### src/rtl/extref_pkg.sv
// Package: shared types and constants for the external reference loop filter.
// Assumes every datapath quantity is a signed 32-bit word with wraparound.
package extref_pkg;
    typedef logic signed [31:0] word_t;
    localparam int SMOOTH_SH = 16;   // fixed-point shift of the smoothing gain
    localparam int DAC_W     = 16;   // width of the oscillator DAC word
endpackage

### src/rtl/extref_unwrap.sv
// Module: rebuilds a continuous phase from a short phase field plus a wrap
// flag, and gives the difference from the previous continuous phase.
// Assumes acc and clr never need to act together (clr wins).
module extref_unwrap
    import extref_pkg::*;
#(
    parameter int PHASE_W = 16
) (
    input  logic               clk,
    input  logic               rst_n,
    input  logic               clr,
    input  logic               acc,
    input  logic [PHASE_W-1:0] phase,
    input  logic               wrap,
    output word_t              err
);
    localparam word_t STEP = word_t'(1) << PHASE_W;

    word_t              off_q, unw_q, off_n, unw_n;
    logic [PHASE_W-1:0] raw_q;

    // Offset correction on a flagged wrap and the error of this sample.
    always_comb begin
        off_n = off_q;
        if (wrap) off_n = (phase > raw_q) ? off_q - STEP : off_q + STEP;
        unw_n = word_t'({{(32-PHASE_W){1'b0}}, phase}) + off_n;
        err   = unw_n - unw_q;
    end

    // Phase history: cleared by reset or clr, advanced on accepted samples.
    always_ff @(posedge clk) begin
        if (!rst_n || clr) begin
            off_q <= '0;
            unw_q <= '0;
            raw_q <= '0;
        end else if (acc) begin
            off_q <= off_n;
            unw_q <= unw_n;
            raw_q <= phase;
        end
    end


    offset_hold_chk: assert property (@(posedge clk) disable iff (!rst_n)
        (acc && !clr && !wrap) |=> $stable(off_q));
endmodule

### src/rtl/extref_pi.sv
// Module: clamped proportional-integral controller with anti-windup.
// Assumes products wrap at 32 bits and FRAC is below 32.
module extref_pi
    import extref_pkg::*;
#(
    parameter int KP   = 300,
    parameter int KI   = 1,
    parameter int FRAC = 12,
    parameter int BIAS = 32768,
    parameter int YMIN = 5,
    parameter int YMAX = 65531
) (
    input  logic  clk,
    input  logic  rst_n,
    input  logic  clr,
    input  logic  acc,
    input  word_t err,
    output word_t y
);
    localparam word_t KP_S = word_t'(KP);
    localparam word_t KI_S = word_t'(KI);
    localparam word_t BI_S = word_t'(BIAS);
    localparam word_t LO_S = word_t'(YMIN);
    localparam word_t HI_S = word_t'(YMAX);

    word_t integ_q, sum, raw;
    logic  sat_hi, sat_lo;

    // Raw controller output and clamp.
    always_comb begin
        sum    = integ_q + err;
        raw    = ((sum * KI_S) + (err * KP_S)) >>> FRAC;
        raw    = raw + BI_S;
        sat_hi = raw > HI_S;
        sat_lo = raw < LO_S;
        y      = sat_hi ? HI_S : (sat_lo ? LO_S : raw);
    end

    // Integrator, frozen while pushing further into a saturated rail.
    always_ff @(posedge clk) begin
        if (!rst_n || clr) begin
            integ_q <= '0;
        end else if (acc && !((sat_hi && err > 0) || (sat_lo && err < 0))) begin
            integ_q <= sum;
        end
    end


    antiwindup_chk: assert property (@(posedge clk) disable iff (!rst_n)
        (acc && !clr && sat_hi && err > 0) |=> $stable(integ_q));
endmodule

### src/rtl/extref_smooth.sv
// Module: first-order smoothing filter. The first sample after a clear loads
// the state directly; later samples move it by alpha/65536 of the gap.
// Assumes alpha times the largest input gap fits in 32 bits.
module extref_smooth
    import extref_pkg::*;
#(
    parameter int ALPHA = 4000
) (
    input  logic  clk,
    input  logic  rst_n,
    input  logic  clr,
    input  logic  acc,
    input  word_t x,
    output word_t y_next
);
    localparam word_t A_S = word_t'(ALPHA);

    word_t st_q, prod;
    logic  init_q;

    // Value the filter takes on this sample.
    always_comb begin
        prod   = A_S * (x - st_q);
        y_next = init_q ? st_q + (prod >>> SMOOTH_SH) : x;
    end

    // State register and its loaded flag.
    always_ff @(posedge clk) begin
        if (!rst_n || clr) begin
            st_q   <= '0;
            init_q <= 1'b0;
        end else if (acc) begin
            st_q   <= y_next;
            init_q <= 1'b1;
        end
    end


    first_load_chk: assert property (@(posedge clk) disable iff (!rst_n)
        (acc && !clr && !init_q) |=> (st_q == $past(x)));
endmodule

### src/rtl/extref_lockdet.sv
// Module: lock judge with a consecutive-sample count to enter lock and a
// second count to leave it. Assumes LOCK_N and DELOCK_N are at least 1.
module extref_lockdet
    import extref_pkg::*;
#(
    parameter int THR      = 250,
    parameter int LOCK_N   = 10000,
    parameter int DELOCK_N = 9990
) (
    input  logic  clk,
    input  logic  rst_n,
    input  logic  clr,
    input  logic  acc,
    input  word_t gap,
    output logic  locked
);
    localparam int             CNT_MAX = (LOCK_N > DELOCK_N) ? LOCK_N : DELOCK_N;
    localparam int             CW      = $clog2(CNT_MAX + 1);
    localparam logic [CW-1:0]  IN_LAST = CW'(LOCK_N - 1);
    localparam logic [CW-1:0]  OUT_LAST = CW'(DELOCK_N - 1);
    localparam word_t          THR_S   = word_t'(THR);

    word_t         mag;
    logic          below, above;
    logic [CW-1:0] cnt_q;

    // Size of the gap against the threshold.
    always_comb begin
        mag   = (gap < 0) ? -gap : gap;
        below = mag < THR_S;
        above = mag > THR_S;
    end

    // Consecutive-sample counting and lock state changes.
    always_ff @(posedge clk) begin
        if (!rst_n || clr) begin
            cnt_q  <= '0;
            locked <= 1'b0;
        end else if (acc) begin
            if (!locked) begin
                if (!below)                cnt_q <= '0;
                else if (cnt_q == IN_LAST) begin cnt_q <= '0; locked <= 1'b1; end
                else                       cnt_q <= cnt_q + 1'b1;
            end else begin
                if (!above)                 cnt_q <= '0;
                else if (cnt_q == OUT_LAST) begin cnt_q <= '0; locked <= 1'b0; end
                else                        cnt_q <= cnt_q + 1'b1;
            end
        end
    end


    lock_entry_chk: assert property (@(posedge clk) disable iff (!rst_n)
        $rose(locked) |-> $past(acc && !clr));

    lock_exit_chk: assert property (@(posedge clk) disable iff (!rst_n)
        $fell(locked) |-> $past(acc || clr));
endmodule

### src/rtl/extref_loop_filter.sv
// Module: top of the external reference loop filter. It selects reference
// samples, chains unwrap, controller, two smoothing filters and the lock
// judge, and registers the DAC word and sample count.
// Assumes one sample at most per cycle; start takes priority over a sample.
module extref_loop_filter
    import extref_pkg::*;
#(
    parameter int CH_W        = 3,
    parameter int PHASE_W     = 16,
    parameter int KP          = 300,
    parameter int KI          = 1,
    parameter int FRAC        = 12,
    parameter int BIAS        = 32768,
    parameter int YMIN        = 5,
    parameter int YMAX        = 65531,
    parameter int ALPHA_SHORT = 4000,
    parameter int ALPHA_LONG  = 1000,
    parameter int LOCK_THR    = 250,
    parameter int LOCK_N      = 10000,
    parameter int DELOCK_N    = 9990
) (
    input  logic               clk,
    input  logic               rst_n,
    input  logic               start,
    input  logic [CH_W-1:0]    ref_chan,
    input  logic               smp_valid,
    input  logic [CH_W-1:0]    smp_chan,
    input  logic [PHASE_W:0]   smp_tag,
    output logic [DAC_W-1:0]   dac_word,
    output logic               dac_upd,
    output logic               locked,
    output logic [31:0]        smp_count
);
    localparam int              NFILT    = 2;
    localparam logic [DAC_W-1:0] DAC_IDLE = DAC_W'(BIAS);
    localparam logic [DAC_W-1:0] DAC_LO   = DAC_W'(YMIN);
    localparam logic [DAC_W-1:0] DAC_HI   = DAC_W'(YMAX);

    logic  acc;
    word_t err, ctrl;
    word_t filt [NFILT];

    // Reference sample selection.
    always_comb acc = smp_valid && (smp_chan == ref_chan) && !start;

    extref_unwrap #(.PHASE_W(PHASE_W)) unwrap_i (
        .clk(clk), .rst_n(rst_n), .clr(start), .acc(acc),
        .phase(smp_tag[PHASE_W-1:0]), .wrap(smp_tag[PHASE_W]), .err(err)
    );

    extref_pi #(
        .KP(KP), .KI(KI), .FRAC(FRAC), .BIAS(BIAS), .YMIN(YMIN), .YMAX(YMAX)
    ) pi_i (
        .clk(clk), .rst_n(rst_n), .clr(start), .acc(acc), .err(err), .y(ctrl)
    );

    // Fast filter at index 0, slow filter at index 1.
    for (genvar g = 0; g < NFILT; g++) begin : g_filt
        extref_smooth #(.ALPHA((g == 0) ? ALPHA_SHORT : ALPHA_LONG)) smooth_i (
            .clk(clk), .rst_n(rst_n), .clr(start), .acc(acc),
            .x(ctrl), .y_next(filt[g])
        );
    end

    extref_lockdet #(.THR(LOCK_THR), .LOCK_N(LOCK_N), .DELOCK_N(DELOCK_N)) lock_i (
        .clk(clk), .rst_n(rst_n), .clr(start), .acc(acc),
        .gap(filt[0] - filt[1]), .locked(locked)
    );

    // Output registers: DAC word, refresh pulse and sample count.
    always_ff @(posedge clk) begin
        if (!rst_n || start) begin
            dac_word  <= DAC_IDLE;
            dac_upd   <= 1'b0;
            smp_count <= '0;
        end else begin
            dac_upd <= acc;
            if (acc) begin
                dac_word  <= filt[0][DAC_W-1:0];
                smp_count <= smp_count + 32'd1;
            end
        end
    end


    ignore_chk: assert property (@(posedge clk) disable iff (!rst_n)
        (smp_valid && smp_chan != ref_chan && !start)
        |=> ($stable(smp_count) && $stable(dac_word) && !dac_upd));

    start_clear_chk: assert property (@(posedge clk) disable iff (!rst_n)
        start |=> (smp_count == 32'd0 && !locked && dac_word == DAC_IDLE));

    count_step_chk: assert property (@(posedge clk) disable iff (!rst_n)
        acc |=> (smp_count == $past(smp_count) + 32'd1));

    dac_range_chk: assert property (@(posedge clk) disable iff (!rst_n)
        dac_upd |-> (dac_word >= DAC_LO && dac_word <= DAC_HI));
endmodule

### config.mk
export PLATFORM = sky130hd
export DESIGN_NAME = extref_loop_filter
export DESIGN_NICKNAME = d
export VERILOG_FILES = /design/src/rtl/extref_pkg.sv /design/src/rtl/extref_unwrap.sv /design/src/rtl/extref_pi.sv /design/src/rtl/extref_smooth.sv /design/src/rtl/extref_lockdet.sv /design/src/rtl/extref_loop_filter.sv
export SDC_FILE = /design/constraint.sdc
export NUM_CORES = 2
export LEC_CHECK = 0
export BUFFER_PORTS_ARGS = -buffer_cell sky130_fd_sc_hd__buf_2
export CORE_MARGIN = 3
export CORE_UTILIZATION = 60
export CTS_BUF_LIST = sky130_fd_sc_hd__clkbuf_4
export DETAILED_ROUTE_END_ITERATION = 10
export PLACE_DENSITY = 0.74
export SYNTH_ARGS = -nofsm -noshare
export SYNTH_HDL_FRONTEND = slang
export SYNTH_HIERARCHICAL = 1
export SYNTH_SLANG_ARGS = --single-unit
### constraint.sdc
create_clock -name clk -period 38.8 [get_ports clk]
set_input_delay 3.88 -clock clk [delete_from_list [all_inputs] [get_ports clk]]
set_output_delay 3.88 -clock clk [all_outputs]
set_load 0.005 [all_outputs]
-- Yosys cells after proc, flatten, opt, wreduce, memory -nomap -nowiden
Index checks and enable logic that the tools add are counted.
- output and inout bits: 50
- register bits after elaboration: 241
- logic and storage cells: 68
- muxes and demuxes: 17
- order comparisons: 8
- reductions and logical operators: 10
- add/subtract/negate cells: 15
- eq/ne operators: 3
- $mul: 3
- operators by type and width (cell ; count):
    $mux 32 ; 7
    $sub 32x32->32 ; 4
    $mux 14 ; 5
    $add 32x16->32 ; 2
    $add 32x32->32 ; 2
    $lt 32x1->1 const B ; 2
    $add 17x32->32 ; 1
    $add 32x1->32 const B ; 1
    $add 32x18->32 const B ; 1
    $gt 32x1->1 const B ; 1
    $gt 32x17->1 const B ; 1
    $gt 32x9->1 const B ; 1
    $lt 32x4->1 const B ; 1
    $lt 32x9->1 const B ; 1
    $mul 32x8->30 const B ; 1
    $mul 8x32->27 const A ; 1
    $mul 8x32->29 const A ; 1
    $neg 32->32 ; 1
    $sub 32x18->32 const B ; 1
    $eq 14x14->1 const B ; 2
    $add 20x17->21 const B ; 1
    $gt 16x16->1 ; 1
    $add 14x1->14 const B ; 1
    $logic_and 1x1->1 ; 5
    other kinds (4) ; 11

-- Depth between registers and ports, before layout
- depth after elaboration: 21
- depth in mapped cells: 111

-- Modules after synthesis
The synthesis kept the hierarchy.
- by module, submodules not included (module ; area an instance (µm²) ; instances ; cells each):
    extref_pi ; 8922.3 ; 1 ; 1147
    extref_smooth at g_filt[1].smooth_i ; 8558.2 ; 1 ; 1078
    extref_smooth at g_filt[0].smooth_i ; 8085.3 ; 1 ; 984
    extref_unwrap ; 3766.1 ; 1 ; 511
    extref_loop_filter ; 3758.6 ; 1 ; 474
    extref_lockdet ; 1899.3 ; 1 ; 249

-- Worst setup path after synthesis
Ideal clock, no wire load.
- path kind: input to register
- from: input smp_tag[0]
- to: register lock_i.cnt_q[0]
- slack: 12.650 ns
- data arrival time: 26.012 ns
- path buffers: 2
- setup time: 0.138 ns
- stages: 96
- data required time: 38.662 ns
- cell sequence: inv_1 -> ha_1 -> fa_1 -> nand2b_1 -> a21oi_1 -> o211ai_1 -> a21oi_1 -> ha_1 -> a211oi_1 -> o21ai_0 -> xor2_1 -> nand2_1 -> o21ai_0 -> ha_1 -> and3_1 -> nand2_1 -> o221ai_1 -> a21o_1 -> [60 not listed] -> ha_1 -> a21o_1 -> a21oi_1 -> nor2b_1 -> a311oi_1 -> o31ai_2 -> xnor2_1 -> clkbuf_1 -> inv_1 -> a311oi_1 -> a2111oi_0 -> o2111ai_1 -> a311oi_1 -> nand4b_1 -> or3_4 -> a221oi_4 -> buf_8 -> nor3_2
- RTL lines (what ; RTL line ; text):
    from (decl) ; extref_loop_filter.sv:28 ; input logic [PHASE_W:0] smp_tag,
    to (signal assigned) ; extref_lockdet.sv:43 ; else cnt_q <= cnt_q + 1'b1;
    to (signal assigned) ; extref_lockdet.sv:47 ; else cnt_q <= cnt_q + 1'b1;
    to (decl) ; extref_lockdet.sv:25 ; logic [CW-1:0] cnt_q;

==> run_results.csv <==
group,metric,value,unit
floorplanning,fp.dieH,247,µm
clocking,cts-htree-levels,4,
final_layout,area_delta_synth_final,3.76,%
global_route,first_global_vias,29000,
logic_synthesis,avgSynthCellArea,7.88,µm²
timing,fmax,34.9,MHz
global_route,antenna_found_initial,2,
detailed_routing,first_pass_iters,6,
clocking,cts_buffer_depth,2,
timing,fin_tns_setup,0,ps
detailed_routing,vias_per_cell,5.79,
timing,slew_violations,0,
flow_run,cap_violations,0,
logic_synthesis,synth-seq-cells,193,
min_path,worstHoldPathCells,2,
critical_path,reg2reg_slack,13060,ps
critical_path,r2r_cells,97,
floorplanning,rows,87,
timing,hold_viol,0,
place,gp_congestion,0.950,
clocking,clock-sinks,193,
timing,slew-limit-headroom,21.7,%
critical_path,path_max_fanout,21,
floorplanning,fp.coreArea,0.0570,mm²
critical_path,r2r_end,"lock_i/cnt_q[9]",
logic_synthesis,yosysTopAreaCell,"ha_1",
final_layout,design_area,0.0363,mm²
final_layout,seqCellArea,0.00386,mm²
floorplanning,die-width,247,µm
place,port_buffers,76,
logic_synthesis,ys_top_cells_by_count,"743 x inv_1, 481 x ha_1, 333 x nand2_1",
critical_path,crit_path_frequent_cell,"ha_1",
logic_synthesis,synth_ff_type,"dfxtp_1",
critical_path,cp-end-kind,"flop",
timing,fin_crit_sh,73.8,%
global_route,grt_pass1_wl,145000,µm
critical_path,start_kind,"primary input",
place,place_ws,9530,ps
final_layout,multi_input_area,0.0278,mm²
timing,tightest_slew,1160,ps
final_layout,nets,5164,
global_route,grt_max_degree,127,
floorplanning,start_util,61.3,%
critical_path,cp.required,39430,ps
detailed_routing,wl_per_cell,16.6,µm
logic_synthesis,synthTopCellsByArea,"ha_1 17%, fa_1 12%, dfxtp_1 11%, inv_1 8.0%, xnor2_1 5.9%",
min_path,min_from,"pi_i/integ_q[14]",
clocking,insertion_delay,780,ps
logic_synthesis,synth_most_common_cell,"inv_1",
global_route,grt_overflow,0,
logic_synthesis,synth_nets,5154,
final_layout,nFillCells,5165,
timing,finalSetupViolCount,0,
critical_path,slowest_delay,930,ps
detailed_routing,first_iter_violations,2060,
place,hpwlAfterDp,70700,µm
final_layout,drive_gt1_share,6.58,%
detailed_routing,ant_nets,0,
detailed_routing,wl,86900,µm
logic_synthesis,synth_edf_count,0,
timing,hold_slack,476,ps
logic_synthesis,syn_inst,4443,
logic_synthesis,yosysWarnings,6,
logic_synthesis,synth.yosys.seq_area_share,11.0,%
critical_path,cpMaxStageDelayCell,"o21ai_0",
logic_synthesis,synth_area,0.0350,mm²
critical_path,r2r-start,"unwrap_i/unw_q[0]",
clocking,cts_post_setup_buffers_inserted,0,
detailed_routing,dr_total_vias,30300,
run_status,outcome,"completed",
clocking,ctsRootBufferMaster,"clkbuf_4",
clocking,ctsHoldBuffers,0,
clocking,cts-resized-gates,0,
detailed_routing,drc,0,
min_path,min_to,"pi_i/integ_q[14]",
timing,finalCriticalPeriod,28620,ps
critical_path,worstPathArrival,29250,ps
floorplanning,ios,77,
timing,timing.final.ws_setup,10180,ps
logic_synthesis,ys_types,116,
clocking,numCtsBuffers,17,
place,placed_area,0.0360,mm²
logic_synthesis,synth_top_area_share,17.2,%
logic_synthesis,async_reset_ff_share,0,%
floorplanning,dieArea,0.0612,mm²
clocking,cts_tree,"built",
timing,rsz0062_at_grt,"false",
clocking,clkTransAtPathRegs,170,ps
critical_path,path_class,"primary input to flop",
global_route,grt_use_total,28.6,%
min_path,min_path_type,"flop to flop",
timing,skew,39.8,ps
## how the worst max path moves through the flow
stage	startpoint	to	slack, ps	cells past startpoint
after floorplan	smp_tag[0]	lock_i/cnt_q[0]	12650	96
after global placement	smp_tag[0]	lock_i/cnt_q[1]	9940	98
after detailed placement	smp_tag[0]	lock_i/cnt_q[9]	9530	98
after CTS	smp_tag[0]	lock_i/cnt_q[9]	10330	98
after global routing	smp_tag[0]	lock_i/cnt_q[1]	8180	102
final	smp_tag[0]	lock_i/cnt_q[9]	10180	99
## metrics by stage
stage	std cells	util, %
2_1_floorplan	4443	-
3_3_place_gp	5190	63.1
3_5_place_dp	5190	63.1
4_1_cts	5221	63.6
5_1_grt	5227	63.6
6_report	5227	63.6
## per-layer routing
layer  vias to the layer above  wire (µm)  GRT usage [%]
met5                         -          0              0
met4                         0       2250           8.26
met3                       136       4210           3.14
met2                       791      40900           49.0
met1                     14200      39500           38.2
li1                      15200          -              -
## layout by cell type, fill, tap and decap left out, types with 113 or more instances in the layout
| master | netlist | routed |
|---|---|---|
| a21o_1 | 113 | 113 |
| a21oi_1 | 288 | 288 |
| dfxtp_1 | 193 | 193 |
| fa_1 | 203 | 203 |
| ha_1 | 481 | 481 |
| inv_1 | 743 | 743 |
| mux2i_1 | 121 | 121 |
| nand2_1 | 333 | 333 |
| nor2_1 | 320 | 320 |
| o21ai_0 | 170 | 170 |
| xnor2_1 | 236 | 236 |
| xor2_1 | 134 | 134 |
## cell type report
class	count	area share, %
multi-input cells	3390	76.4
flip-flops and latches	193	10.6
inverters	743	7.68
well taps	756	2.61
repair buffers	108	1.74
clock inverters	14	0.496
clock buffers	17	0.352
diodes	6	0.0414
## worst max-delay path, delay by kind of cell
family | cells | cell delay [ps]
buffers and inverters | 12 | 1370
XOR/XNOR | 9 | 2900
adder cells (fa/ha/maj) | 17 | 7080
AND/OR/NAND/NOR | 20 | 3450
AO/OA/AOI/OAI | 41 | 10540
## registers in the layout (all words and copies together) (netlist names)
name,count
pi_i/integ_q,32
lock_i/cnt_q,14
g_filt.smooth_i/init_q,2
unwrap_i/unw_q,31
smp_count,32
dac_word,16
dac_upd,1
lock_i/locked,1
g_filt.smooth_i/st_q,64
## kinds of logic (layout without fill, tap and decap cells)
family,Yosys count,after routing,share of synthesized area (%)
flip-flops,193,193,11.0
AO/OA/AOI/OAI,997,997,19.2
adder cells (fa/ha/maj),685,685,28.8
AND/OR/NAND/NOR,1160,1160,16.3
other,0,6,0
XOR/XNOR,378,378,9.75
buffers and inverters,860,882,9.71
multiplexers,170,170,5.07
Power is left out: the tool's default activity adds up to more than one toggle a clock period on the data nets, which glitch-free logic cannot reach.
